`config.mk`:
```
export PLATFORM = sky130hd
export DESIGN_NAME = ser_att_ctrl
export DESIGN_NICKNAME = d
export VERILOG_FILES = /design/src/rtl/ser_att_pkg.sv /design/src/rtl/ser_att_sync.sv /design/src/rtl/ser_att_shift.sv /design/src/rtl/ser_att_latch.sv /design/src/rtl/ser_att_decode.sv /design/src/rtl/ser_att_ctrl.sv
export SDC_FILE = /design/constraint.sdc
export NUM_CORES = 1
export LEC_CHECK = 0
export ABC_AREA = 1
export BUFFER_PORTS_ARGS = -buffer_cell sky130_fd_sc_hd__clkbuf_2
export CAP_MARGIN = 20
export CORE_UTILIZATION = 25
export DETAILED_ROUTE_END_ITERATION = 6
export PLACE_DENSITY = 0.49
export RECOVER_POWER = 50
export SLEW_MARGIN = 30
export SYNTH_ARGS = -nofsm -noshare
export SYNTH_HDL_FRONTEND = slang
export SYNTH_SLANG_ARGS = --single-unit
export TNS_END_PERCENT = 100
```
`constraint.sdc`:
```
create_clock -name clk -period 0.8 [get_ports clk]
set_input_delay 0.16 -clock clk [delete_from_list [all_inputs] [get_ports clk]]
set_output_delay 0.16 -clock clk [all_outputs]
set_load 0.005 [all_outputs]
```
`src/rtl/ser_att_pkg.sv`:
```
// Shared constants for the serial attenuator control latch.
// Assumes an 8-bit control word whose attenuation field sits in bits 1..6.
package ser_att_pkg;
    localparam int WORD_W  = 8;
    localparam int STEP_LO = 1;
    localparam int STEP_N  = 6;
    localparam logic [WORD_W-1:0] RESET_WORD = 8'h7C;
endpackage

```
`src/rtl/ser_att_sync.sv`:
```
// Multi-stage synchronizer with rising-edge detect for N_SIG lines.
// Assumes the inputs change slowly compared with clk.
module ser_att_sync #(
    parameter int N_SIG  = 3,
    parameter int STAGES = 2
) (
    input  logic             clk,
    input  logic             rst_n,
    input  logic [N_SIG-1:0] async_in,
    output logic [N_SIG-1:0] lvl,
    output logic [N_SIG-1:0] rise
);
    logic [N_SIG-1:0] stg_q [STAGES];
    logic [N_SIG-1:0] prev_q;

    // Move each line through the stage chain and keep the last value for edge detect.
    always_ff @(posedge clk) begin
        if (!rst_n) begin
            for (int s = 0; s < STAGES; s++) stg_q[s] <= '0;
            prev_q <= '0;
        end else begin
            stg_q[0] <= async_in;
            for (int s = 1; s < STAGES; s++) stg_q[s] <= stg_q[s-1];
            prev_q <= stg_q[STAGES-1];
        end
    end

    // Expose the synchronized level and its rising edge.
    always_comb begin
        lvl  = stg_q[STAGES-1];
        rise = stg_q[STAGES-1] & ~prev_q;
    end
endmodule

```
`src/rtl/ser_att_shift.sv`:
```
// LSB-first serial shift register, shifting on serial clock rises while latch enable is low.
// Assumes synchronized inputs. Reset loads the maximum-attenuation word.
module ser_att_shift
    import ser_att_pkg::*;
(
    input  logic              clk,
    input  logic              rst_n,
    input  logic              sclk_rise,
    input  logic              le_lvl,
    input  logic              bit_in,
    output logic [WORD_W-1:0] sr_q
);
    logic shift_en;

    // A clock edge is honoured only while latch enable is low.
    always_comb shift_en = sclk_rise & ~le_lvl;

    // New bits enter at the top so the first bit reaches bit 0.
    always_ff @(posedge clk) begin
        if (!rst_n)        sr_q <= RESET_WORD;
        else if (shift_en) sr_q <= {bit_in, sr_q[WORD_W-1:1]};
    end

    // latch enable high freezes the shift register.
    a_r2_le_blocks_shift: assert property (@(posedge clk) disable iff (!rst_n)
        le_lvl |=> $stable(sr_q));
endmodule

```
`src/rtl/ser_att_latch.sv`:
```
// Holding register that takes the whole shift register on a latch-enable rise.
// Assumes load is a one-cycle pulse.
module ser_att_latch
    import ser_att_pkg::*;
(
    input  logic              clk,
    input  logic              rst_n,
    input  logic              load,
    input  logic [WORD_W-1:0] din,
    output logic [WORD_W-1:0] hold_q
);
    // Reset to maximum attenuation, otherwise copy the word on load.
    always_ff @(posedge clk) begin
        if (!rst_n)    hold_q <= RESET_WORD;
        else if (load) hold_q <= din;
    end

    // reset leaves the maximum-attenuation word.
    a_r3_reset_word: assert property (@(posedge clk)
        !rst_n |=> (hold_q == RESET_WORD));
    // a load copies the full word.
    a_r7_load_copies: assert property (@(posedge clk) disable iff (!rst_n)
        load |=> (hold_q == $past(din)));
    // without a load the held word does not move.
    a_r7_hold_stable: assert property (@(posedge clk) disable iff (!rst_n)
        !load |=> $stable(hold_q));
endmodule

```
`src/rtl/ser_att_decode.sv`:
```
// Decodes a held word into per-stage enables and a half-dB attenuation code.
// Assumes bit 1 is the half-dB stage, used only when half_mode is 1.
module ser_att_decode
    import ser_att_pkg::*;
(
    input  logic              half_mode,
    input  logic [WORD_W-1:0] word,
    output logic [STEP_N-1:0] step_en,
    output logic [STEP_N-1:0] code
);
    // One enable per stage; the half-dB stage is gated by the mode.
    for (genvar i = 0; i < STEP_N; i++) begin : g_step
        if (i == 0) begin : g_half
            assign step_en[i] = word[STEP_LO+i] & half_mode;
        end else begin : g_full
            assign step_en[i] = word[STEP_LO+i];
        end
    end

    // Add the weight 2^i half-dB of each enabled stage.
    always_comb begin
        code = '0;
        for (int i = 0; i < STEP_N; i++)
            if (step_en[i]) code = code + STEP_N'(1 << i);
    end
endmodule

```
`src/rtl/ser_att_ctrl.sv`:
```
// Top level of the three-wire attenuator control port: synchronizer, shift register,
// latch and decoder. Assumes the serial clock runs well below clk.
module ser_att_ctrl
    import ser_att_pkg::*;
#(
    parameter int SYNC_STAGES = 2
) (
    input  logic              clk,
    input  logic              rst_n,
    input  logic              ser_clk,
    input  logic              ser_dat,
    input  logic              ser_le,
    input  logic              half_mode,
    output logic [STEP_N-1:0] step_en,
    output logic [STEP_N-1:0] att_code
);
    localparam int N_SIG = 3;

    logic [N_SIG-1:0]  s_lvl, s_rise;
    logic [WORD_W-1:0] sr_w, hold_w;

    ser_att_sync #(.N_SIG(N_SIG), .STAGES(SYNC_STAGES)) u_sync (
        .clk(clk), .rst_n(rst_n),
        .async_in({ser_le, ser_dat, ser_clk}),
        .lvl(s_lvl), .rise(s_rise)
    );

    ser_att_shift u_shift (
        .clk(clk), .rst_n(rst_n),
        .sclk_rise(s_rise[0]), .le_lvl(s_lvl[2]), .bit_in(s_lvl[1]),
        .sr_q(sr_w)
    );

    ser_att_latch u_latch (
        .clk(clk), .rst_n(rst_n),
        .load(s_rise[2]), .din(sr_w), .hold_q(hold_w)
    );

    ser_att_decode u_dec (
        .half_mode(half_mode), .word(hold_w),
        .step_en(step_en), .code(att_code)
    );

    // in 1 dB mode the code is always even.
    a_r5_full_mode_even: assert property (@(posedge clk) disable iff (!rst_n)
        !half_mode |-> !att_code[0]);
endmodule

```
# ---- Word-level counts from Yosys, hierarchy flattened
# Memory sizes are Yosys's and may differ from the RTL's.
# Index checks and enable logic that the tools add are counted.
dict set report word_totals {
  inputBits 6
  n_memories 1
  word_cells 26
  reg_bits 18
  ram_bits 6
  output_inout_bits 12
}
dict set report op_classes {
  muxes 10
  addsub 5
  bitwise 7
}
# name words word_bits rd rd_clocked_by_memory_dff write_ports line_no
set mem_list {}
lappend mem_list {u_sync.stg_q 2 3 2 0 2 ser_att_sync.sv:13} ;# logic [N_SIG-1:0] stg_q [STAGES];
# operator n
set op_table {}
lappend op_table {{6-bit 2-to-1 mux} 4}
lappend op_table {{3-bit 2-to-1 mux} 3}
lappend op_table {{6-bit by 3-bit adder with 6-bit output, second input constant} 1}
lappend op_table {{6-bit by 4-bit adder with 6-bit output, second input constant} 1}
lappend op_table {{6-bit by 5-bit adder with 6-bit output, second input constant} 1}
lappend op_table {{6-bit adder, second input constant} 1}
lappend op_table {{1-bit by 2-bit adder with 3-bit output, second input constant} 1}
lappend op_table {{3-bit AND} 1}
lappend op_table {{1-bit 2-to-1 mux} 3}
lappend op_table {{3-bit inverter} 1}
lappend op_table {{1-bit AND} 2}
lappend op_table {{1-bit OR} 2}
lappend op_table {{1-bit inverter} 1}

# ---- Depth between registers and ports, before layout
dict set report logic_depth {
  ltp_word 12
  mapped_depth 5
  mapped_depth_nobuf 5
}

# ---- By module
# Synthesis repeated with hierarchy kept, for this count alone.
dict set report hier_totals {
  cells_unflattened 135
  area_unflattened_um2 1017.2
}
# mod instances area_each_um2 seq_area_each_um2 cells_each
set by_module_without_submodules {}
lappend by_module_without_submodules {ser_att_shift 1 321.6 160.2 44}
lappend by_module_without_submodules {ser_att_sync 1 304.0 180.2 37}
lappend by_module_without_submodules {ser_att_latch 1 301.5 160.2 41}
lappend by_module_without_submodules {ser_att_decode 1 90.1 0.0 13}

# ---- Worst setup path after synthesis
# Ideal clock, no wire load.
dict set report synth_timing {
  kind {flip-flop to flip-flop}
  start {memory u_sync.stg_q[1][0] (netlist: u_sync.stg_q[0][3])}
  end {register u_shift.sr_q[1]}
  required_ps 686
  setup_time_ps 114
  arrival_time_ps 689
  path_stages_with_launch 5
  path_buffers 1
  synth_period_minus_slack_ps 803
  slack_ps -3
  cell_sequence {dfxtp_1 buf_4 nand3_4 nor2_1 nor2_2}
}
# item line_no
set synth_rtl {}
lappend synth_rtl {{start: declaration} ser_att_sync.sv:13}
lappend synth_rtl {{end signal: assignment} ser_att_shift.sv:21} ;# else if (shift_en) sr_q <= {bit_in, sr_q[WORD_W-1:1]};
lappend synth_rtl {{end: declaration} ser_att_shift.sv:11} ;# output logic [WORD_W-1:0] sr_q

# ---- Worst setup path in the final report
dict set report layout_timing {
  start {register u_latch.hold_q[1]}
  end {output port att_code[0]}
}
dict set report layout_between {
  elab_chain_len 12
}
# item line_no
set layout_rtl {}
lappend layout_rtl {{start: declaration} ser_att_latch.sv:10} ;# output logic [WORD_W-1:0] hold_q
lappend layout_rtl {{start signal: assignment} ser_att_latch.sv:15} ;# else if (load) hold_q <= din;
lappend layout_rtl {{1-bit AND (*)} ser_att_decode.sv:14} ;# assign step_en[i] = word[STEP_LO+i] & half_mode;
lappend layout_rtl {{1-bit 2-to-1 mux (*)} ser_att_decode.sv:24} ;# if (step_en[i]) code = code + STEP_N'(1 << i);
lappend layout_rtl {{1-bit by 2-bit adder with 3-bit output} ser_att_decode.sv:24}
lappend layout_rtl {{3-bit 2-to-1 mux (*)} ser_att_decode.sv:24}
lappend layout_rtl {{6-bit by 3-bit adder with 6-bit output} ser_att_decode.sv:24}
lappend layout_rtl {{6-bit 2-to-1 mux (*)} ser_att_decode.sv:24}
lappend layout_rtl {{6-bit by 4-bit adder with 6-bit output} ser_att_decode.sv:24}
lappend layout_rtl {{6-bit 2-to-1 mux (*)} ser_att_decode.sv:24}
lappend layout_rtl {{6-bit by 5-bit adder with 6-bit output} ser_att_decode.sv:24}
lappend layout_rtl {{6-bit 2-to-1 mux (*)} ser_att_decode.sv:24}
lappend layout_rtl {{6-bit adder} ser_att_decode.sv:24}
lappend layout_rtl {{6-bit 2-to-1 mux (*)} ser_att_decode.sv:24}
lappend layout_rtl {{end: declaration} ser_att_ctrl.sv:15} ;# output logic [STEP_N-1:0] att_code
# Every way passes the cells marked *; elsewhere a longest branch is shown, timed or not.

==> results.json <==
{
  "outcome": "finished with violations",
  "violated_checks": "setup timing",
  "filler_cell_count": 338,
  "fin_skew_ns": 0.005975,
  "path_clk_slew_ns": 0.11,
  "globalRoute.totalOverflow": 0,
  "worst_skew_pair.late_latency_ns": 0.31,
  "cp_max_fanout": 2,
  "detail_route.wirelength_mm": 1.324,
  "drv.max_cap_violation_count": 0,
  "growth_of_design_area_from_synthesis_to_finish_pct": 27.18,
  "crit_path_cell_trace": "nand2_2 -> inv_2 -> clkbuf_2",
  "boundaryPins": 18,
  "via_count": 627,
  "mappedNetlistArea_sq_um": 833.3,
  "final.period_utilization": 1.259,
  "p_per_area_mw_per_mm2": 1736,
  "worst_setup_path_startpoint": "u_latch.hold_q[1]$_SDFFE_PN0P_",
  "worst_hold_slack_ns": 0.02736,
  "yosys_register_bits": 21,
  "yosysUniqueCellTypes": 14,
  "grt_setup_unrepaired": "true",
  "average_size_of_a_mapped_cell_sq_um": 8.170,
  "placement.io_buffers": 17,
  "post_route_cells_drive_above_1_share": 0.5398,
  "antenna_cells": 0,
  "synth-async-reset-ratio": 0,
  "h-tree-depth": 1,
  "cellLeakagePower_nw": 0.4869,
  "worstSetupEndpointType": "primary output",
  "stdcell_count": 157,
  "critPathKind": "register to primary output",
  "timing.critical_path.arrival_ns": 0.85,
  "grt_max_degree": 22,
  "finalCriticalPeriod_ns": 1.007,
  "placeableCoreArea_sq_mm": 0.003103,
  "numCtsBuffers": 3,
  "capture_instance_of_the_worst_register_to_register_path": "u_shift.sr_q[1]$_SDFFE_PN0P_",
  "max_slew_vio_count": 0,
  "maxClockFrequency_ghz": 0.9928,
  "row_count": 20,
  "ctsHoldBuffers": 0,
  "vdd_ir_drop_max_uv": 853.8,
  "postSynthCellCount": 102,
  "synth_largest_type_area_fraction": 0.5045,
  "max_slew.worst_pin.slew_ns": 0.4811,
  "clock_tree.buffer_depth": 2,
  "ys_dominant_reg_cell": "sky130_fd_sc_hd__dfxtp_1",
  "timing.reg2reg.setup_slack_ns": -0.03,
  "timing.final.ws_setup_ns": -0.2073,
  "synth-edff-count": 0,
  "finalWeightedCongestion": 0.7961,
  "yosysMostFrequentCell": "sky130_fd_sc_hd__nand2_1",
  "route.detailed.drc": 0,
  "route.met2.wl_um": 629,
  "post-synth-top-area-cell": "sky130_fd_sc_hd__dfxtp_1",
  "viasPerCell": 3.994,
  "number_of_nets_in_the_layout": 120,
  "r2r.worst_path.cells": 4,
  "worst_setup_path_endpoint": "att_code[0]",
  "floorplan.die_area_sq_mm": 0.003568,
  "synthTopCellsByArea": "sky130_fd_sc_hd__dfxtp_1, sky130_fd_sc_hd__nand2_1, sky130_fd_sc_hd__buf_4",
  "antenna_found_initial": 0,
  "drtIter0Drc": 4,
  "holdCritPathClass": "input port to register",
  "cts_tree": "built",
  "wl_per_cell_um": 8.433,
  "syn_nets": 108,
  "preCtsSetupSlack_ns": -0.04941,
  "rr_startpoint": "u_sync.stg_q[0][5]$_SDFF_PN0_",
  "dpl.cell_count": 150,
  "crit_slowest_cell": "sky130_fd_sc_hd__dfxtp_2",
  "cts-root-buf": "sky130_fd_sc_hd__clkbuf_4",
  "floorplan.initialDensity": 0.2685,
  "timing.slew.headroom": 0.6793,
  "yosys-top-cells-count": "sky130_fd_sc_hd__nand2_1, sky130_fd_sc_hd__dfxtp_1, sky130_fd_sc_hd__buf_4",
  "drt.antenna.violating_nets": 0,
  "metal_1_wl_um": 588,
  "die_w_um": 59.74,
  "setup_viol": 17,
  "met3_wirelength_um": 83,
  "ys_warn_count": 0,
  "critPathRequiredTime_ns": 0.64,
  "grtUsageTotal": 0.08711,
  "cts_sinks": 21,
  "grt_first_pass_wirelength_mm": 2.277,
  "final-hold-violation-count": 0,
  "post-dp-hpwl_um": 880.7,
  "worst_path_largest_cell_delay_ns": 0.35,
  "topRoutingLayerUsed": "met4",
  "dieHeight_um": 59.74,
  "synth-seq-area-share": 0.5045,
  "setup.worst_path.start_class": "register",
  "grt_pass1_vias": 521,
  "drt_pass1_iterations": 4
}
-- worst min-delay path by stage --
stage / slack, ns / end / start / cells past startpoint
global placement: 0.35 / u_sync.stg_q[0][0]$_SDFF_PN0_ / ser_clk / 3
detailed placement: 0.36 / u_sync.stg_q[0][0]$_SDFF_PN0_ / ser_clk / 3
floorplan: 0.27 / u_sync.stg_q[0][0]$_SDFF_PN0_ / ser_clk / 2
CTS: 0.03 / u_sync.stg_q[0][0]$_SDFF_PN0_ / ser_clk / 3
finish: 0.03 / u_sync.stg_q[0][0]$_SDFF_PN0_ / ser_clk / 3
global route: 0.02 / u_sync.stg_q[0][2]$_SDFF_PN0_ / ser_le / 3
-- worst max-delay path, delay by kind of cell (launching register included) --
kind | cells | cell delay, ns
buffers and inverters | 2 | 0.15
and+or+nand+nor | 1 | 0.05
DFF | 1 | 0.35
-- sequential cells by signal, summed over array words and instances (netlist names) --
name,cells
u_shift.sr_q,7
u_latch.hold_q,6
u_sync.stg_q,6
u_sync.prev_q,2
-- where the power goes --
group / leakage (nW) / switching, mW / total (mW) / internal, mW
logic: 0.296 / 0.108 / 0.202 / 0.0948
clock network: 0.0177 / 0.313 / 0.500 / 0.187
registers: 0.173 / 0.0446 / 1.14 / 1.09
total: 0.487 / 0.465 / 1.84 / 1.37
-- cell type report --
type	count	area [sq um]	share of cell area
clock inverter	1	5.005	0.004723
clock buffer	3	22.52	0.02125
timing repair buffer	20	123.9	0.1169
multi-input combinational	53	339.1	0.3200
tap	44	55.05	0.05195
inverter	15	73.82	0.06966
sequential	21	440.4	0.4156
-- logic make-up (layout without fill, tap and decap cells) --
family / Yosys count / count (layout) / synth area share
buffers and inverters: 29 / 39 / 0.2042
AND/OR/NAND/NOR: 51 / 52 / 0.2853
flip-flops: 21 / 21 / 0.5045
AO/OA/AOI/OAI: 1 / 1 / 0.006000
-- per-stage QoR --
stage / power (mW) / util / setup TNS (ns) / cell area [sq um]
after floorplan: 1.288 / - / -0.006260 / 833.3
after CTS: 1.818 / 0.3060 / -1.817 / 949.7
final: 1.839 / 0.3415 / -1.869 / 1060
after global routing: 1.938 / 0.3415 / -2.925 / 1060
after detailed placement: 1.303 / 0.2794 / -0.3112 / 867.1
after global placement: 1.299 / 0.2794 / -0.1774 / 867.1
-- metal layers --
metal	up-vias	track usage
li1	331	-
met1	271	0.1003
met2	21	0.1365
met3	4	0.04113
met4	0	0.03987
met5	-	0
-- layout by cell type (no fill, tap or decap) --
master                     netlist  routed
sky130_fd_sc_hd__nand2_8         0       1
sky130_fd_sc_hd__dfxtp_2         0       7
sky130_fd_sc_hd__dfxtp_1        21      11
sky130_fd_sc_hd__clkbuf_2        0      15
sky130_fd_sc_hd__nand3_2         0       3
sky130_fd_sc_hd__nand3_4         1       2
sky130_fd_sc_hd__clkbuf_4        0       3
sky130_fd_sc_hd__inv_4           0       1
sky130_fd_sc_hd__nor2_2          2       3
sky130_fd_sc_hd__nand2_1        28      17
sky130_fd_sc_hd__nand3_1        10       7
sky130_fd_sc_hd__buf_6           0       3
sky130_fd_sc_hd__o21ai_1         1       1
sky130_fd_sc_hd__clkinv_2        0       1
sky130_fd_sc_hd__clkinv_1        0       4
sky130_fd_sc_hd__nand2_2         1       7
sky130_fd_sc_hd__nor2_1          4       3
sky130_fd_sc_hd__inv_8           0       2
sky130_fd_sc_hd__nand2_4         0       4
sky130_fd_sc_hd__dfxtp_4         0       3
sky130_fd_sc_hd__buf_4          12       2
sky130_fd_sc_hd__inv_1           6       4
sky130_fd_sc_hd__inv_2           9       4
sky130_fd_sc_hd__nand4_1         5       5
-- timing repair --
action	in CTS	in global routing
endpoints found under the setup margin	25	25
buffers inserted	2	0
resized for setup	15	33
pin swaps	1	2
gates cloned	1	0
No activity file was read; power rests on OpenSTA's default activity.
